$ cat config.mk
export PLATFORM = sky130hd
export DESIGN_NAME = lin_addr_former
export DESIGN_NICKNAME = d
export VERILOG_FILES = /design/src/rtl/lin_addr_pkg.sv /design/src/rtl/lin_ea_sum.sv /design/src/rtl/lin_seg_add.sv /design/src/rtl/lin_canon_chk.sv /design/src/rtl/lin_addr_former.sv
export SDC_FILE = /design/constraint.sdc
export NUM_CORES = 1
export LEC_CHECK = 0
export BUFFER_PORTS_ARGS = -buffer_cell sky130_fd_sc_hd__buf_2
export CAP_MARGIN = 20
export CORE_ASPECT_RATIO = 1.2
export CORE_MARGIN = 3
export CORE_UTILIZATION = 52
export DETAILED_ROUTE_END_ITERATION = 12
export GPL_TIMING_DRIVEN = 0
export PLACE_DENSITY = 0.8
export SETUP_SLACK_MARGIN = 0.4
export SLEW_MARGIN = 20
export SYNTH_ARGS = -nofsm -noshare
export SYNTH_HDL_FRONTEND = slang
export SYNTH_SLANG_ARGS = --single-unit
export TNS_END_PERCENT = 20
$ cat constraint.sdc
create_clock -name clk -period 10.87 [get_ports clk]
set_input_delay 2.174 -clock clk [delete_from_list [all_inputs] [get_ports clk]]
set_output_delay 2.174 -clock clk [all_outputs]
set_load 0.02 [all_outputs]
$ cat src/rtl/lin_addr_pkg.sv
package lin_addr_pkg;
  localparam int unsigned ADDR_W = 64;
  localparam int unsigned DISP_W = 32;
  localparam int unsigned IMPL_W = 48;

  typedef enum logic [1:0] {
    EW_16 = 2'd0,
    EW_32 = 2'd1,
    EW_64 = 2'd2
  } eff_width_e;

  typedef enum logic [1:0] {
    FLT_NONE  = 2'b00,
    FLT_GP    = 2'b01,
    FLT_STACK = 2'b10
  } fault_e;
endpackage

$ cat src/rtl/lin_ea_sum.sv
module lin_ea_sum
  import lin_addr_pkg::*;
#(
  parameter int unsigned AW = ADDR_W,
  parameter int unsigned DW = DISP_W
) (
  input  logic [AW-1:0] base_val,
  input  logic [AW-1:0] index_val,
  input  logic [1:0]    scale_code,
  input  logic [DW-1:0] disp_val,
  input  logic [1:0]    addr_size,
  input  logic          mode64,
  output logic [AW-1:0] ea_trunc
);
  localparam int unsigned EXT_W = AW - DW;

  logic [AW-1:0] scaled_idx;
  logic [AW-1:0] disp_ext;
  logic [AW-1:0] raw_sum;
  eff_width_e    width_sel;

  // scale code is a shift distance
  assign scaled_idx = index_val << scale_code;

  generate
    if (EXT_W > 0) begin : g_sext
      assign disp_ext = {{EXT_W{disp_val[DW-1]}}, disp_val};
    end else begin : g_nosext
      assign disp_ext = disp_val[AW-1:0];
    end
  endgenerate

  assign raw_sum = base_val + scaled_idx + disp_ext;

  // outside 64-bit mode a 64-bit size code falls back to 32 bits
  always_comb begin
    if (addr_size[1])
      width_sel = mode64 ? EW_64 : EW_32;
    else if (addr_size[0])
      width_sel = EW_32;
    else
      width_sel = EW_16;
  end

  // truncate to the address size and zero-extend
  always_comb begin
    ea_trunc = '0;
    unique case (width_sel)
      EW_16:   ea_trunc[15:0] = raw_sum[15:0];
      EW_32:   ea_trunc[31:0] = raw_sum[31:0];
      default: ea_trunc       = raw_sum;
    endcase
  end
endmodule

$ cat src/rtl/lin_seg_add.sv
module lin_seg_add
  import lin_addr_pkg::*;
#(
  parameter int unsigned AW = ADDR_W
) (
  input  logic [AW-1:0] ea_trunc,
  input  logic [AW-1:0] seg_base,
  input  logic          seg_fsgs,
  input  logic          mode64,
  output logic [AW-1:0] lin_addr
);
  logic [AW-1:0] wide_sum;
  logic [31:0]   narrow_sum;

  assign wide_sum   = ea_trunc + seg_base;
  assign narrow_sum = ea_trunc[31:0] + seg_base[31:0];

  always_comb begin
    lin_addr = '0;
    if (mode64) begin
      // only FS/GS-type bases count, added after truncation
      lin_addr = seg_fsgs ? wide_sum : ea_trunc;
    end else begin
      // 32-bit wrap, zero-extended
      lin_addr[31:0] = narrow_sum;
    end
  end
endmodule

$ cat src/rtl/lin_canon_chk.sv
module lin_canon_chk
  import lin_addr_pkg::*;
#(
  parameter int unsigned AW = ADDR_W,
  parameter int unsigned VW = IMPL_W
) (
  input  logic [AW-1:0] lin_addr,
  input  logic          mode64,
  input  logic          stack_ref,
  input  logic          base_spbp,
  input  logic          ovr_nonss,
  output fault_e        fault
);
  localparam int unsigned TOP_W = AW - VW + 1;

  logic [TOP_W-1:0] top_bits;
  logic             non_canon;
  logic             stack_kind;

  assign top_bits   = lin_addr[AW-1:VW-1];
  assign non_canon  = !((&top_bits) || !(|top_bits));
  // implicit stack use, or SP/BP base kept on the stack segment
  assign stack_kind = stack_ref || (base_spbp && !ovr_nonss);

  always_comb begin
    fault = FLT_NONE;
    // checked only in 64-bit mode
    if (mode64 && non_canon)
      fault = stack_kind ? FLT_STACK : FLT_GP;
  end
endmodule

$ cat src/rtl/lin_addr_former.sv
module lin_addr_former
  import lin_addr_pkg::*;
#(
  parameter int unsigned AW = ADDR_W,
  parameter int unsigned DW = DISP_W,
  parameter int unsigned VW = IMPL_W
) (
  input  logic          clk,
  input  logic          rst_n,
  input  logic          in_valid,
  output logic          in_ready,
  input  logic [AW-1:0] base_val,
  input  logic [AW-1:0] index_val,
  input  logic [1:0]    scale_code,
  input  logic [DW-1:0] disp_val,
  input  logic [AW-1:0] seg_base,
  input  logic          seg_fsgs,
  input  logic [1:0]    addr_size,
  input  logic          mode64,
  input  logic          stack_ref,
  input  logic          base_spbp,
  input  logic          ovr_nonss,
  output logic          out_valid,
  input  logic          out_ready,
  output logic [AW-1:0] out_addr,
  output logic [1:0]    out_fault
);
  logic [AW-1:0] ea_trunc;
  logic [AW-1:0] lin_addr;
  fault_e        fault_c;
  logic          take;
  logic          valid_q;
  logic          mode64_q;
  logic [AW-1:0] addr_q;
  logic [1:0]    fault_q;

  lin_ea_sum #(.AW(AW), .DW(DW)) u_sum (
    .base_val   (base_val),
    .index_val  (index_val),
    .scale_code (scale_code),
    .disp_val   (disp_val),
    .addr_size  (addr_size),
    .mode64     (mode64),
    .ea_trunc   (ea_trunc)
  );

  lin_seg_add #(.AW(AW)) u_seg (
    .ea_trunc (ea_trunc),
    .seg_base (seg_base),
    .seg_fsgs (seg_fsgs),
    .mode64   (mode64),
    .lin_addr (lin_addr)
  );

  lin_canon_chk #(.AW(AW), .VW(VW)) u_canon (
    .lin_addr  (lin_addr),
    .mode64    (mode64),
    .stack_ref (stack_ref),
    .base_spbp (base_spbp),
    .ovr_nonss (ovr_nonss),
    .fault     (fault_c)
  );

  // single result stage, refilled in the cycle it drains
  assign in_ready = !valid_q || out_ready;
  assign take     = in_valid && in_ready;

  always_ff @(posedge clk) begin
    if (!rst_n) begin
      valid_q <= 1'b0;
    end else if (in_ready) begin
      valid_q <= in_valid;
    end
  end

  always_ff @(posedge clk) begin
    if (take) begin
      addr_q   <= lin_addr;
      fault_q  <= fault_c;
      mode64_q <= mode64;
    end
  end

  assign out_valid = valid_q;
  assign out_addr  = addr_q;
  assign out_fault = fault_q;

  // taken request shows up next cycle
  a_r10_accept_next: assert property (@(posedge clk) disable iff (!rst_n)
    take |=> out_valid);

  // stalled result holds
  a_r10_hold_stall: assert property (@(posedge clk) disable iff (!rst_n)
    out_valid && !out_ready |=> out_valid && $stable(out_addr) && $stable(out_fault));

  // code 11 is never produced
  a_r7_code_legal: assert property (@(posedge clk) disable iff (!rst_n)
    out_valid |-> out_fault != 2'b11);

  // no fault outside 64-bit mode
  a_r9_compat_nofault: assert property (@(posedge clk) disable iff (!rst_n)
    take && !mode64 |=> out_fault == 2'b00);

  // compat results stay below 4 GB
  a_r8_compat_low4g: assert property (@(posedge clk) disable iff (!rst_n)
    take && !mode64 |=> out_addr[AW-1:32] == '0);

  // an unfaulted 64-bit-mode address is canonical
  a_r6_clean_is_canon: assert property (@(posedge clk) disable iff (!rst_n)
    out_valid && mode64_q && out_fault == 2'b00 |->
      ((&out_addr[AW-1:VW-1]) || !(|out_addr[AW-1:VW-1])));
endmodule

==> summary.txt, run 1 <==
ROUTE
-----------------------------------------------------------------------------------------
Number of DRC markers in iteration 0 .......................................         1307
Post-detailed-route count of antenna-violating nets ........................            0
Via Count ..................................................................        14100
Average routed wire per standard cell ......................................      19.9 µm
Initial DRT Pass Iterations ................................................            6
Vias per cell ..............................................................         6.28
Total detailed-routing wirelength ..........................................     44700 µm
DRC violation count after routing ..........................................            0

SYNTHESIS
-----------------------------------------------------------------------------------------
Proportion of register bits with asynchronous set or reset after synthesis .           0%
Synthesized Nets ...........................................................         1983
Most common cell in the synthesized netlist ................................ sky130_fd_sc_hd__nor2_1
Post-synthesis instance area ...............................................    13400 µm²
Cell type with the largest total area after synthesis ...................... sky130_fd_sc_hd__edfxtp_1
Proportion of netlist area held by the largest area contributor ............        14.8%
Post-synth top cells ....................................................... 157 x sky130_fd_sc_hd__nor2_1, 156 x sky130_fd_sc_hd__a21oi_1, 150 x sky130_fd_sc_hd__nand2_1
Total number of yosys warnings .............................................            0
Top cells by area, synth ................................................... sky130_fd_sc_hd__edfxtp_1 15%, sky130_fd_sc_hd__ha_1 11%, sky130_fd_sc_hd__mux4_2 9.9%, sky130_fd_sc_hd__fa_1 9.7%, sky130_fd_sc_hd__a21oi_1 5.8%
Total of flip-flops plus latches after synthesis ...........................           67
Flip-flop cell with the highest count after synthesis ...................... sky130_fd_sc_hd__edfxtp_1
Share of synthesized area occupied by flip-flops and latches ...............        14.9%
Netlist cell types .........................................................           89
Post-Synthesis Cells .......................................................         1563
Number of enable-type register cells in the synthesized netlist ............           66
Post-Synthesis Mean Instance Area ..........................................     8.58 µm²

GRT
-----------------------------------------------------------------------------------------
Overflow left after global routing .........................................            0
Antenna violations before repair ...........................................            0
Global-route wire length before repair .....................................     69600 µm
Global router's overall resource usage .....................................        30.6%
Largest net degree at the start of global routing ..........................           46
Number of global-route vias before repair ..................................        13400

PWR
-----------------------------------------------------------------------------------------
Leak pwr ...................................................................      7.11 nW
Total power divided by cell area ...........................................   189 nW/µm²
Peak supply drop ...........................................................      89.6 µV
Sum of internal, switching and leakage power ...............................      3.11 mW

STA
-----------------------------------------------------------------------------------------
Unrepaired setup endpoints after global routing ............................          yes
Final Setup Violations .....................................................            0
Transition time at the pin with the least slew margin ......................     0.997 ns
Normalized max-slew margin .................................................        33.3%
Maximum operating frequency ................................................     96.5 MHz
Fin Clk Skew ...............................................................   0.00819 ns
Time the worst path needs with I/O delays and setup ........................     10.36 ns
Count of final max-slew check failures .....................................            0
Final Hold Fails ...........................................................            0
Crit share post-route ......................................................        95.3%

PLACE
-----------------------------------------------------------------------------------------
Instance area after placement ..............................................    15400 µm²
Number of buffers added on ports ...........................................          300
GPL Wtd Cong ...............................................................        0.984
DP Wirelength ..............................................................     36800 µm

WORST SETUP PATH
-----------------------------------------------------------------------------------------
Cell seen most often among critical-path stages ............................ sky130_fd_sc_hd__a21o_1
Worst EP required ..........................................................     10.94 ns
Largest stage delay on the critical path ...................................      0.54 ns
Critical Path End Type .....................................................    flip-flop
Worst path slowest cell .................................................... sky130_fd_sc_hd__fa_1
Register-to-Register Setup Slack ...........................................      9.45 ns
Worst Setup Path Type ...................................................... primary input to flip-flop
WP data arrival ............................................................     10.44 ns
Worst-path fanout max ......................................................           10
Setup crit start kind ...................................................... primary input

FLOORPLANNING
-----------------------------------------------------------------------------------------
DIE AREA ...................................................................    27800 µm²
Initial Util ...............................................................        53.5%
Placeable Area .............................................................    25100 µm²
Die boundary width .........................................................       153 µm
Y dimension of the die .....................................................       182 µm
Count of boundary I/O pins .................................................          305
FP Rows ....................................................................           63

FINAL LAYOUT
-----------------------------------------------------------------------------------------
NumNets Final ..............................................................         2342
Filler cell count ..........................................................         2189
Antenna Diode Count ........................................................            0
Layout cells sized above 1 .................................................        27.6%
Post-route cell area .......................................................    16500 µm²
Area overhead of the layout relative to synthesis ..........................        23.0%

OUTCOME
-----------------------------------------------------------------------------------------
Outcome .................................................................... complete, no violations

CTS
-----------------------------------------------------------------------------------------
Clock tree from TritonCTS ..................................................        built
Clock slew at reported path FFs ............................................      0.05 ns
Count of hold buffers inserted by post-cts repair ..........................            0
Clock net sink count .......................................................           67
Clk root buf ............................................................... sky130_fd_sc_hd__clkbuf_16
Maximum clock insertion buffer count .......................................            2
H-tree level count .........................................................            3
TritonCTS Buffers ..........................................................            9
Clock latency on the worst-skew pair .......................................      0.34 ns

RUN
-----------------------------------------------------------------------------------------
Max-capacitance violation count ............................................            0

MIN PATH
-----------------------------------------------------------------------------------------
Class of the most critical hold timing path ................................ flip-flop to flip-flop

## layout make-up
class / instances / area [µm²] / share of cell area, %
inverters: 40 / 150 / 0.910
clock inverters: 4 / 42.5 / 0.258
well taps: 325 / 407 / 2.46
repair buffers: 349 / 1890 / 11.5
multi-input cells: 1394 / 11400 / 69.0
plain buffers: 61 / 392 / 2.37
flip-flops and latches: 67 / 2000 / 12.1
clock buffers: 11 / 233 / 1.41
## final timing paths
kind	startpoint	endpoint	depth (start not counted)
setup / recovery	scale_code[0]	out_fault[0]	40
hold / removal	out_valid	out_valid	2
setup reg to reg	out_valid	out_addr[59]	3
hold reg to reg	out_valid	out_valid	2
## worst max-delay path, delay by kind of cell
family                   cells  cell delay, ns
AND/OR/NAND/NOR             12            2.82
AO/OA/AOI/OAI               17            3.02
buffers and inverters        6            0.79
multiplexers                 1            0.24
XOR/XNOR                     1            0.14
adder cells (fa/ha/maj)      3            1.23
## logic make-up (layout without fill, tap and decap cells)
logic type                 count (synthesis)  in the layout  share of synthesized area, %
xor gates and xnor gates                 102            102                          6.80
buffers and inverters                    102            465                          2.98
DFF                                       67             67                          14.9
muxes                                     81             81                          11.6
and+or+nand+nor                          568            568                          20.6
adders and majority gates                186            186                          20.9
AOI/OAI and AO/OA                        457            457                          22.2
## cell usage in the layout (no fill, tap or decap), types with 16 or more instances in the layout
master                     instances
sky130_fd_sc_hd__a211oi_1         16
sky130_fd_sc_hd__edfxtp_1         66
sky130_fd_sc_hd__xnor2_1          58
sky130_fd_sc_hd__o21ai_0          72
sky130_fd_sc_hd__inv_1            38
sky130_fd_sc_hd__a21o_1           33
sky130_fd_sc_hd__nand3_1          51
sky130_fd_sc_hd__nand4_1          22
sky130_fd_sc_hd__a21oi_1         148
sky130_fd_sc_hd__fa_1             64
sky130_fd_sc_hd__o21a_1           21
sky130_fd_sc_hd__clkbuf_1         33
sky130_fd_sc_hd__nand2_1         150
sky130_fd_sc_hd__mux4_2           59
sky130_fd_sc_hd__o211ai_1         16
sky130_fd_sc_hd__buf_4            49
sky130_fd_sc_hd__xor2_1           39
sky130_fd_sc_hd__ha_1            111
sky130_fd_sc_hd__and3_1           23
sky130_fd_sc_hd__nand2b_1         25
sky130_fd_sc_hd__nor3_1           35
sky130_fd_sc_hd__nor2_1          150
sky130_fd_sc_hd__mux2i_1          17
sky130_fd_sc_hd__buf_2           311
sky130_fd_sc_hd__and2_1           22
## metal layers
metal,global-route usage [%],vias up,routed length [µm]
li1,-,6641,-
met1,42.5,6714,18800
met2,51.1,699,21300
met3,2.79,77,3360
met4,9.06,0,1200
met5,0,-,0
## where the power goes
group          internal, mW  total, mW  switching, mW
combinational         0.959       2.41           1.45
sequential            0.400      0.422         0.0220
clock                 0.174      0.281          0.106
total                  1.53       3.11           1.58
## metrics by stage
step	worst slack (ns)	TNS (ns)	cells	util [%]	hold slack [ns]
2_1_floorplan	0.433	0	1563	-	0.750
3_3_place_gp	-1.17	-4.01	2188	61.2	0.501
3_5_place_dp	-1.37	-5.66	2189	61.3	0.537
4_1_cts	0.403	0	2234	64.4	0.550
5_1_grt	0.175	0	2251	65.8	0.604
6_report	0.506	0	2251	65.8	0.543
## state kept, by name, summed over array words and instances (netlist names)
signal,cells
out_addr,64
out_fault,2
out_valid,1
## what timing repair did
action / CTS / global route
pin swaps: 37 / 39
gates cloned: 0 / 1
buffers inserted: 30 / 17
gates resized for setup: 67 / 52
endpoints found under the setup margin: 14 / 2
Power figures use the tool's default switching activity.
==> inputs of run 2 (changes only) <==
Settings changed: CELL_PAD_IN_SITES_DETAIL_PLACEMENT set to 0, CELL_PAD_IN_SITES_GLOBAL_PLACEMENT set to 1, CORE_UTILIZATION 52 to 35, PLACE_DENSITY 0.8 to not set, PLACE_DENSITY_LB_ADDON set to 0.1.
Clock period 10.87 ns to 9.93 ns, I/O delays scaled along.
==> run 2 against run 1 <==
Compared with the run above: the run now ends with negative setup slack left; via count down 2.4%; clock power up 23%; combinational power up 10%; clock-buffer cell count down 1; setup slack worse by 0.76 ns; register-to-register slack worse by 0.95 ns; routed wire length up 13%; power up 11%; sequential power up 7.6%; highest routed layer is now met5.
==> summary.txt, run 2 (synthesis results as in run 1) <==
OUTCOME
----------------------------------------------------------------------------------
Outcome ............................................................. finished with violations
Failing checks ...................................................... negative setup slack

PLACE
----------------------------------------------------------------------------------
Number of buffers added on ports ....................................          300
Post-placement setup slack ..........................................     -1.76 ns
DP Wirelength .......................................................     42800 µm
GPL Wtd Cong ........................................................        0.926
Inst Count DP .......................................................         2338

STA
----------------------------------------------------------------------------------
Fin Clk Skew ........................................................   0.00911 ns
Maximum operating frequency .........................................     98.2 MHz
Final Setup Violations ..............................................            2
Transition time at the pin with the least slew margin ...............      1.16 ns
Time the worst path needs with I/O delays and setup .................     10.19 ns
Final Hold Fails ....................................................            0
Worst Slack Setup Final .............................................    -0.257 ns
Post-route setup TNS ................................................    -0.489 ns
Crit share post-route ...............................................         103%
Count of final max-slew check failures ..............................            0
Unrepaired setup endpoints after global routing .....................          yes
Normalized max-slew margin ..........................................        22.1%

WORST SETUP PATH
----------------------------------------------------------------------------------
Origin of the worst setup path ...................................... scale_code[0]
Capture instance of the worst register-to-register path ............. out_fault[0]
Critical Path End Type ..............................................    flip-flop
WP data arrival .....................................................     10.27 ns
Cell seen most often among critical-path stages ..................... sky130_fd_sc_hd__a21o_1
Worst path slowest cell ............................................. sky130_fd_sc_hd__or4b_4
Worst r2r src .......................................................    out_valid
Worst Setup Path Type ............................................... primary input to flip-flop
Register-to-Register Setup Slack ....................................      8.50 ns
Depth of the worst register-to-register path ........................            3
Kind of cell adding the most delay to the critical path ............. compound AO/OA/AOI/OAI gates
Crit path capture ................................................... out_fault[1]
Worst path bufs/invs ................................................            5
Setup crit start kind ............................................... primary input
Worst EP required ...................................................     10.01 ns
Worst-path fanout max ...............................................            5
Crit path depth .....................................................           40
Largest stage delay on the critical path ............................      0.52 ns

FINAL LAYOUT
----------------------------------------------------------------------------------
Area overhead of the layout relative to synthesis ...................        25.2%
Most common library cell in the layout ignoring fill and taps ....... sky130_fd_sc_hd__buf_2
Final instance count without filler cells ...........................         2400
Filler cell count ...................................................         3836
Flip-flop count of the largest register, all copies and words added .           64
NumNets Final .......................................................         2340
Commonest cells after routing, fill and taps aside .................. 310 x sky130_fd_sc_hd__buf_2, 149 x sky130_fd_sc_hd__nor2_1, 149 x sky130_fd_sc_hd__nand2_1
Layout cells sized above 1 ..........................................        28.2%

CTS
----------------------------------------------------------------------------------
Clk root buf ........................................................ sky130_fd_sc_hd__clkbuf_16
Count of hold buffers inserted by post-cts repair ...................            0
Clock net sink count ................................................           67
Clock tree from TritonCTS ...........................................        built
Maximum clock insertion buffer count ................................            2
TritonCTS Buffers ...................................................            9
Clock slew at reported path FFs .....................................      0.06 ns
Clock latency on the worst-skew pair ................................      0.35 ns
H-tree level count ..................................................            3

ROUTE
----------------------------------------------------------------------------------
Via Count ...........................................................        13800
Post-detailed-route count of antenna-violating nets .................            0
Length of routed met2 wiring ........................................     22700 µm
Top layer in use ....................................................         met5
Vias per cell .......................................................         5.74
Total detailed-routing wirelength ...................................     50400 µm
Initial DRT Pass Iterations .........................................            7
Routed metal-1 wirelength ...........................................     23200 µm
Average routed wire per standard cell ...............................      21.0 µm
DRC violation count after routing ...................................            0
Met3 routed WL ......................................................      3040 µm
Number of DRC markers in iteration 0 ................................          999

FLOORPLANNING
----------------------------------------------------------------------------------
FP Rows .............................................................           77
DIE AREA ............................................................    40700 µm²
Count of boundary I/O pins ..........................................          305
Initial Util ........................................................        35.9%
Y dimension of the die ..............................................       220 µm
Placeable Area ......................................................    37400 µm²
Die boundary width ..................................................       185 µm

GRT
----------------------------------------------------------------------------------
Antenna violations before repair ....................................            7
Overflow left after global routing ..................................            0
Largest net degree at the start of global routing ...................           43
Global-route wire length before repair ..............................     76800 µm
Number of global-route vias before repair ...........................        13600
Global router's overall resource usage ..............................        24.2%

PWR
----------------------------------------------------------------------------------
Combinational group share of total power ............................        76.9%
Total power divided by cell area ....................................   206 nW/µm²
Share of total power consumed by net switching ......................        50.5%
Clock share of power ................................................        10.0%
Int Power ...........................................................      1.72 mW
Flop pwr share ......................................................        13.1%
Leak pwr ............................................................      7.12 nW
Switching power total ...............................................      1.75 mW
Peak supply drop ....................................................      85.7 µV

MIN PATH
----------------------------------------------------------------------------------
Class of the most critical hold timing path ......................... flip-flop to flip-flop

RUN
----------------------------------------------------------------------------------
Max-capacitance violation count .....................................            0

==> run 2: worst register-to-register path, cell delays in order (launching register included) <==
cell	delay [ns]
sky130_fd_sc_hd__dfxtp_1	0.31
sky130_fd_sc_hd__nand2b_1	0.10
sky130_fd_sc_hd__and2_4	0.39
sky130_fd_sc_hd__buf_12	0.28
==> run 2: metal layers <==
metal / vias up / GRT usage, %
met5: - / 0
met2: 497 / 38.3
li1: 6644 / -
met4: 8 / 6.83
met1: 6572 / 34.7
met3: 65 / 3.42
==> run 2: how the worst min path moves through the flow <==
stage               from  depth (start not counted)   endpoint  slack (ns)
2_1_floorplan  out_valid                          2  out_valid        0.75
3_3_place_gp   out_valid                          2  out_valid        0.50
3_5_place_dp   out_valid                          2  out_valid        0.53
4_1_cts        out_valid                          2  out_valid        0.54
5_1_grt        out_valid                          2  out_valid        0.58
6_report       out_valid                          2  out_valid        0.53
==> run 2: cell type report <==
type	count	area [µm²]	area share [%]
Tap cell	474	593	3.53
Sequential cell	67	2000	11.9
Inverter	40	150	0.894
Multi-Input combinational cell	1394	11500	68.2
Antenna cell	1	2.50	0.0149
Clock buffer	10	229	1.36
Clock inverter	6	80.1	0.477
Timing Repair Buffer	347	1880	11.2
Buffer	61	398	2.37
==> run 2: metrics by stage <==
| stage | hold slack (ns) | util [%] | instance area (µm²) | power [mW] |
|---|---|---|---|---|
| 2_1_floorplan | 0.750 | - | 13500 | 2.25 |
| 3_3_place_gp | 0.501 | 41.8 | 15600 | 2.92 |
| 3_5_place_dp | 0.527 | 41.9 | 15700 | 2.93 |
| 4_1_cts | 0.536 | 44.5 | 16600 | 3.42 |
| 5_1_grt | 0.580 | 44.9 | 16800 | 3.76 |
| 6_report | 0.530 | 44.9 | 16800 | 3.46 |
==> run 2: what timing repair did <==
action | in CTS | in global routing
pin swaps | 56 | 10
endpoints found under the setup margin | 18 | 13
buffers inserted | 42 | 4
gates resized for setup | 79 | 25
==> run 2: power groups by stage <==
stage               Sequential, mW  Clock (mW)  Combinational [mW]
floorplan                    0.567           0                1.69
global placement             0.460           0                2.46
detailed placement           0.461           0                2.47
CTS                          0.455       0.354                2.61
global route                 0.461       0.367                2.93
finish                       0.454       0.347                2.66
